## config.mk

```make
export PLATFORM = sky130hd
export DESIGN_NAME = led_blink_ctrl
export DESIGN_NICKNAME = d
export VERILOG_FILES = /design/src/rtl/led_blink_ctrl.sv
export SDC_FILE = /design/constraint.sdc
export NUM_CORES = 1
export LEC_CHECK = 0
export ABC_AREA = 0
export BUFFER_PORTS_ARGS = -buffer_cell sky130_fd_sc_hd__clkbuf_2
export CAP_MARGIN = 20
export CORE_UTILIZATION = 52
export DETAILED_ROUTE_END_ITERATION = 16
export PLACE_DENSITY_LB_ADDON = 0.3
export SLEW_MARGIN = 40
export SYNTH_ARGS = -nofsm -noshare
export SYNTH_HDL_FRONTEND = slang
export SYNTH_SLANG_ARGS = --single-unit
export TNS_END_PERCENT = 10
```

## constraint.sdc

```tcl
create_clock -name clk -period 1.97 [get_ports clk]
set_clock_uncertainty 0.15 [all_clocks]
set_input_delay 0.394 -clock clk [delete_from_list [all_inputs] [get_ports clk]]
set_output_delay 0.394 -clock clk [all_outputs]
set_load 0.02 [all_outputs]
```

## src/rtl/led_blink_ctrl.sv

```systemverilog
module led_blink_ctrl #(
  parameter int PRESCALE = 1000000,
  parameter int PHASE_W  = 3,
  parameter int MOD_W    = 4
) (
  input  logic       clk,
  input  logic       rst_n,
  input  logic [1:0] red_duty,
  input  logic       red_off,
  input  logic       red_mod,
  input  logic [1:0] blue_duty,
  input  logic       blue_off,
  input  logic       blue_mod,
  input  logic       blue_follow,
  input  logic       half_rate,
  input  logic       detect,
  output logic       led_red,
  output logic       led_blue
);
  localparam int PS_W = (PRESCALE > 1) ? $clog2(PRESCALE) : 1;
  localparam logic [PS_W-1:0] PS_LAST = PS_W'(PRESCALE - 1);
  localparam logic [PS_W-1:0] PS_ONE = PS_W'(1);
  localparam logic [PHASE_W:0] FULL = (PHASE_W+1)'(1 << PHASE_W);

  logic [PS_W-1:0]    ps_cnt;
  logic               half_ph;
  logic [PHASE_W-1:0] phase;
  logic [MOD_W-1:0]   mod_cnt;
  logic               det_q;
  logic               tick, step, mod_pulse;
  logic [PHASE_W:0]   red_thr, blue_thr;
  logic               red_pat, blue_pat;

  assign tick = (ps_cnt == PS_LAST);
  assign step = tick && (!half_rate || half_ph);

  always_ff @(posedge clk or negedge rst_n) begin
    if (!rst_n) begin
      ps_cnt  <= '0;
      half_ph <= 1'b0;
      phase   <= '0;
      mod_cnt <= '0;
      det_q   <= 1'b0;
    end else begin
      ps_cnt  <= tick ? '0 : ps_cnt + PS_ONE;
      mod_cnt <= mod_cnt + MOD_W'(1);
      if (tick) half_ph <= ~half_ph;
      if (step) begin
        phase <= phase + PHASE_W'(1);
        det_q <= detect;
      end
    end
  end

  assign mod_pulse = mod_cnt[MOD_W-1];
  assign red_thr   = FULL >> red_duty;
  assign blue_thr  = FULL >> blue_duty;

  assign red_pat  = ({1'b0, phase} < red_thr) &&
                    !(red_mod && red_duty == 2'b00 && !mod_pulse);
  assign blue_pat = ({1'b0, phase} < blue_thr) &&
                    !(blue_mod && blue_duty == 2'b00 && !mod_pulse);

  assign led_red  = !red_off && red_pat;
  assign led_blue = !blue_off && (blue_follow ? det_q : blue_pat);
endmodule


```

==> run summary <==
Among all flip-flop cells after synthesis, the most frequent one is dfrtp_1. Clock root buffer: clkbuf_4. The critical path is of the flop to primary output type. Clock-pin slew was measured on the worst setup and hold paths at 0.11 ns. The share of the clock period used by the worst path after layout is 1.076, and the detailed-route wire length per cell is 14.01 um.

The H-tree was split into 2 levels. The tools report the critical path data required time as 1.43 ns. The diode insertion count for antenna repair was 0. In this run the critical register-to-register path is launched from ps_cnt[13]. For this run, the number of standard cells in the final layout without fillers is 210. The routed layout has 1155 vias. The tools report the worst vdd rail ir drop as 0.0003873 V. After the last flow step, the layout net total stands at 198. For this design, the slowest cell found on the critical path is or4b_4.

Traced cell by cell, the critical path runs through or4b_4, nand3_2, o22ai_1, buf_4. The count of final hold-check violations is 0, and the number of max-slew violations in the final report is 0. The share of synthesized flip-flops with an asynchronous set or reset was 1.000; the part of the power in the clock network was 0.428.

Number of global-route vias before repair: 1258. TritonCTS built the clock tree. The number of buffers created by CTS came out at 5. The final critical path time including I/O delays and setup is 2.120 ns, and the synthesized instance count is 143. The number of enable flip-flop cells after synthesis works out to 0. The tools report the buffer depth of the longest clock path as 2.

In the final timing run, aggregate negative setup slack is -0.2684 ns. The worst slew margin relative to its limit was 0.5355. Leaving out fill and tap cells, the most frequent cell in the layout is dfrtp_1.

The logs give 0 for the Yosys warning count and 0 for the post-route antenna net violation count. After floorplanning, the core was divided into 19 placement rows. The flow ran to the end, but the final reports show violations. In this run the worst setup path begins at mod_cnt[3].

In the layout the commonest cells are dfrtp_1 (29), buf_4 (15), xor2_1 (12), clkbuf_2 (12), nor2_1 (11). The tools report the number of iterations in the first detailed-routing pass as 10. In this design, the largest share of critical-path delay is due to simple AND/OR/NAND/NOR gates. The tools report the beginning of the worst hold path as detect.

Clock latency on the worst-skew pair, taken at its later pin, is 0.34 ns. In the routed layout, each cell is associated on average with a via count of 5.500. Static timing analysis puts the maximum clock frequency at 471.8 MHz. In this run, distinct cell masters in the synthesized netlist total 40.

The tools report the full die area as 0.003226 mm^2. The HPWL after detailed placement was 2148 um. The fraction of final layout cells with drive strength greater than 1 came out at 0.2849. The checks that failed: design-rule violations, negative setup slack. For the worst hold margin, the log shows 0.1209 ns. Entering global routing, the biggest net connects 30 pins. The tools report the final routed wirelength across all metal layers as 2943 um.

The quantity of I/O buffers inserted on ports is 14. The worst setup path is launched from a flop. Setup repair after global routing could not meet its margin everywhere. Internal power comes to 0.8959 mW. The worst setup path is captured at a primary output. At the placement stage, the worst setup path has a slack of -0.03035 ns. For the pin with the worst max-slew slack, the measured transition is 0.6968 ns. The die is 56.80 um tall. The run gives 0.4647 as the fraction of the yosys area taken by sequential cells.

The path class of the tightest hold or removal check is input pin to flop. The switching portion of total power works out to 0.2291. After synthesis the netlist holds a flip-flop and latch count of 29. Final worst slack: -0.1496 ns. The growth of design area from synthesis to finish is 21.07%. The total DRC errors in the routed layout is 2, and the initial core utilization is 0.5566. Across the run, the number of max-cap violations was 0. The sum of buffers and inverters on the critical path was 1; the netlist area before placement was 0.001561 mm^2. Global-route wire length before repair: 5292 um. At the worst endpoint, the arrival time is 1.58 ns. Global routing finished with a remaining overflow of 0. The clock net in this run drives a total of 29 sinks. After detailed placement, the design holds a cell count of 199. The synthesized net count came out at 163. Summed over all nets, the switching power comes to 0.2663 mW. In this run the power density over the cells is 614.8 mW/mm^2. The core region area is 0.002805 mm^2. The routability congestion estimate was 0.8240; the overall fraction of global-route tracks in use was 0.2199.

Number of DRC markers after the initial detailed-route iteration: 40. The layout has 240 filler cells. The average size of a mapped cell came out at 10.92 um^2. In this run the horizontal extent of the chip is 56.80 um.

The worst-path maximum fanout is 2, and the share of power burned in combinational logic is 0.057. The initial antenna violation count is 0. 15 I/O pins were placed. The analysis attributes to cell leakage a power of 0.9202 nW. The largest single stage delay on the critical path is 0.52 ns. Setup violations remaining at the end of the flow were counted as 2.

The tools report the part of the power in registers as 0.515.
power by group through the flow:
stage / Combinational, mW / Clock, mW / Sequential [mW]
final: 0.0660 / 0.497 / 0.599
after global routing: 0.0750 / 0.534 / 0.600
after CTS: 0.0666 / 0.516 / 0.599
after detailed placement: 0.0617 / 0 / 0.611
after global placement: 0.0574 / 0 / 0.611
after floorplan: 0.0234 / 0 / 0.610
final timing paths:
| kind | slack, ns | cells past startpoint | to |
|---|---|---|---|
| setup reg to reg | 0.10 | 5 | phase[2] |
| max in group asynchronous | 0.74 | 2 | ps_cnt[19] |
| hold reg to reg | 0.31 | 1 | mod_cnt[0] |
| min in group asynchronous | 0.47 | 2 | phase[2] |
| setup / recovery | -0.15 | 4 | led_blue |
| hold / removal | 0.12 | 2 | det_q |
cells in the mapped netlist (all sizes together), types with 4 or more instances:
cell,number,area share
o21ai,7,0.022
nand3,12,0.042
xnor2,6,0.034
nor2,12,0.030
and3,5,0.021
nand2,7,0.017
dfrtp,29,0.46
nand2b,4,0.016
inv,4,0.0096
a21oi,4,0.013
xor2,12,0.067
nand4,5,0.049
ha,7,0.056
nor3,5,0.019
kinds of logic (layout without fill, tap and decap cells):
group,count (synthesis),after routing,synth area share
multiplexers,2,2,0.01442
adder cells (fa/ha/maj),7,7,0.05609
AO/OA/AOI/OAI,17,17,0.06571
AND/OR/NAND/NOR,66,66,0.2885
buffers and inverters,4,40,0.009613
XOR/XNOR,18,18,0.1010
flip-flops,29,29,0.4647
cell type report:
| type | count | area [um^2] | area share |
|---|---|---|---|
| Multi-Input combinational cell | 110 | 844.6 | 0.4467 |
| Sequential cell | 29 | 725.7 | 0.3839 |
| Timing Repair Buffer | 28 | 182.7 | 0.09662 |
| Clock inverter | 3 | 46.29 | 0.02449 |
| Tap cell | 31 | 38.79 | 0.02052 |
| Clock buffer | 5 | 37.54 | 0.01985 |
| Inverter | 4 | 15.01 | 0.007942 |
worst reg2reg max path, cell delays in order, from the launching register on:
cell and delay (ns):
dfrtp_1 0.45, nor4b_4 0.33, nand4_4 0.16, buf_4 0.18, nor4b_1 0.36, xor2_1 0.17
repair_timing:
| action | in CTS | in global routing |
|---|---|---|
| gates resized for setup | 5 | 4 |
| endpoints found under the hold margin | 29 | 0 |
| pin swaps | 2 | 0 |
| setup buffers | 1 | 1 |
| hold buffers | 1 | 0 |
| gates cloned | 0 | 0 |
| setup endpoints to repair | 2 | 5 |
registers in the layout, indices dropped and copies added (netlist names):
| register | count |
|---|---|
| phase | 3 |
| half_ph | 1 |
| ps_cnt | 20 |
| det_q | 1 |
| mod_cnt | 4 |
through the flow:
stage	util	cell area [um^2]	power, mW
6_report	0.6740	1891	1.162
2_1_floorplan	-	1562	0.6335
5_1_grt	0.6740	1891	1.209
3_5_place_dp	0.6249	1753	0.6725
4_1_cts	0.6659	1868	1.181
3_3_place_gp	0.6249	1753	0.6681
metal layers:
metal	wire, um	part of all wire	track usage
met2	1359	0.46	0.3537
met4	42	0.014	0.08711
met3	102	0.035	0.07143
met1	1439	0.49	0.2747
met5	0	0	0
No activity file was read; power rests on OpenSTA's default activity.
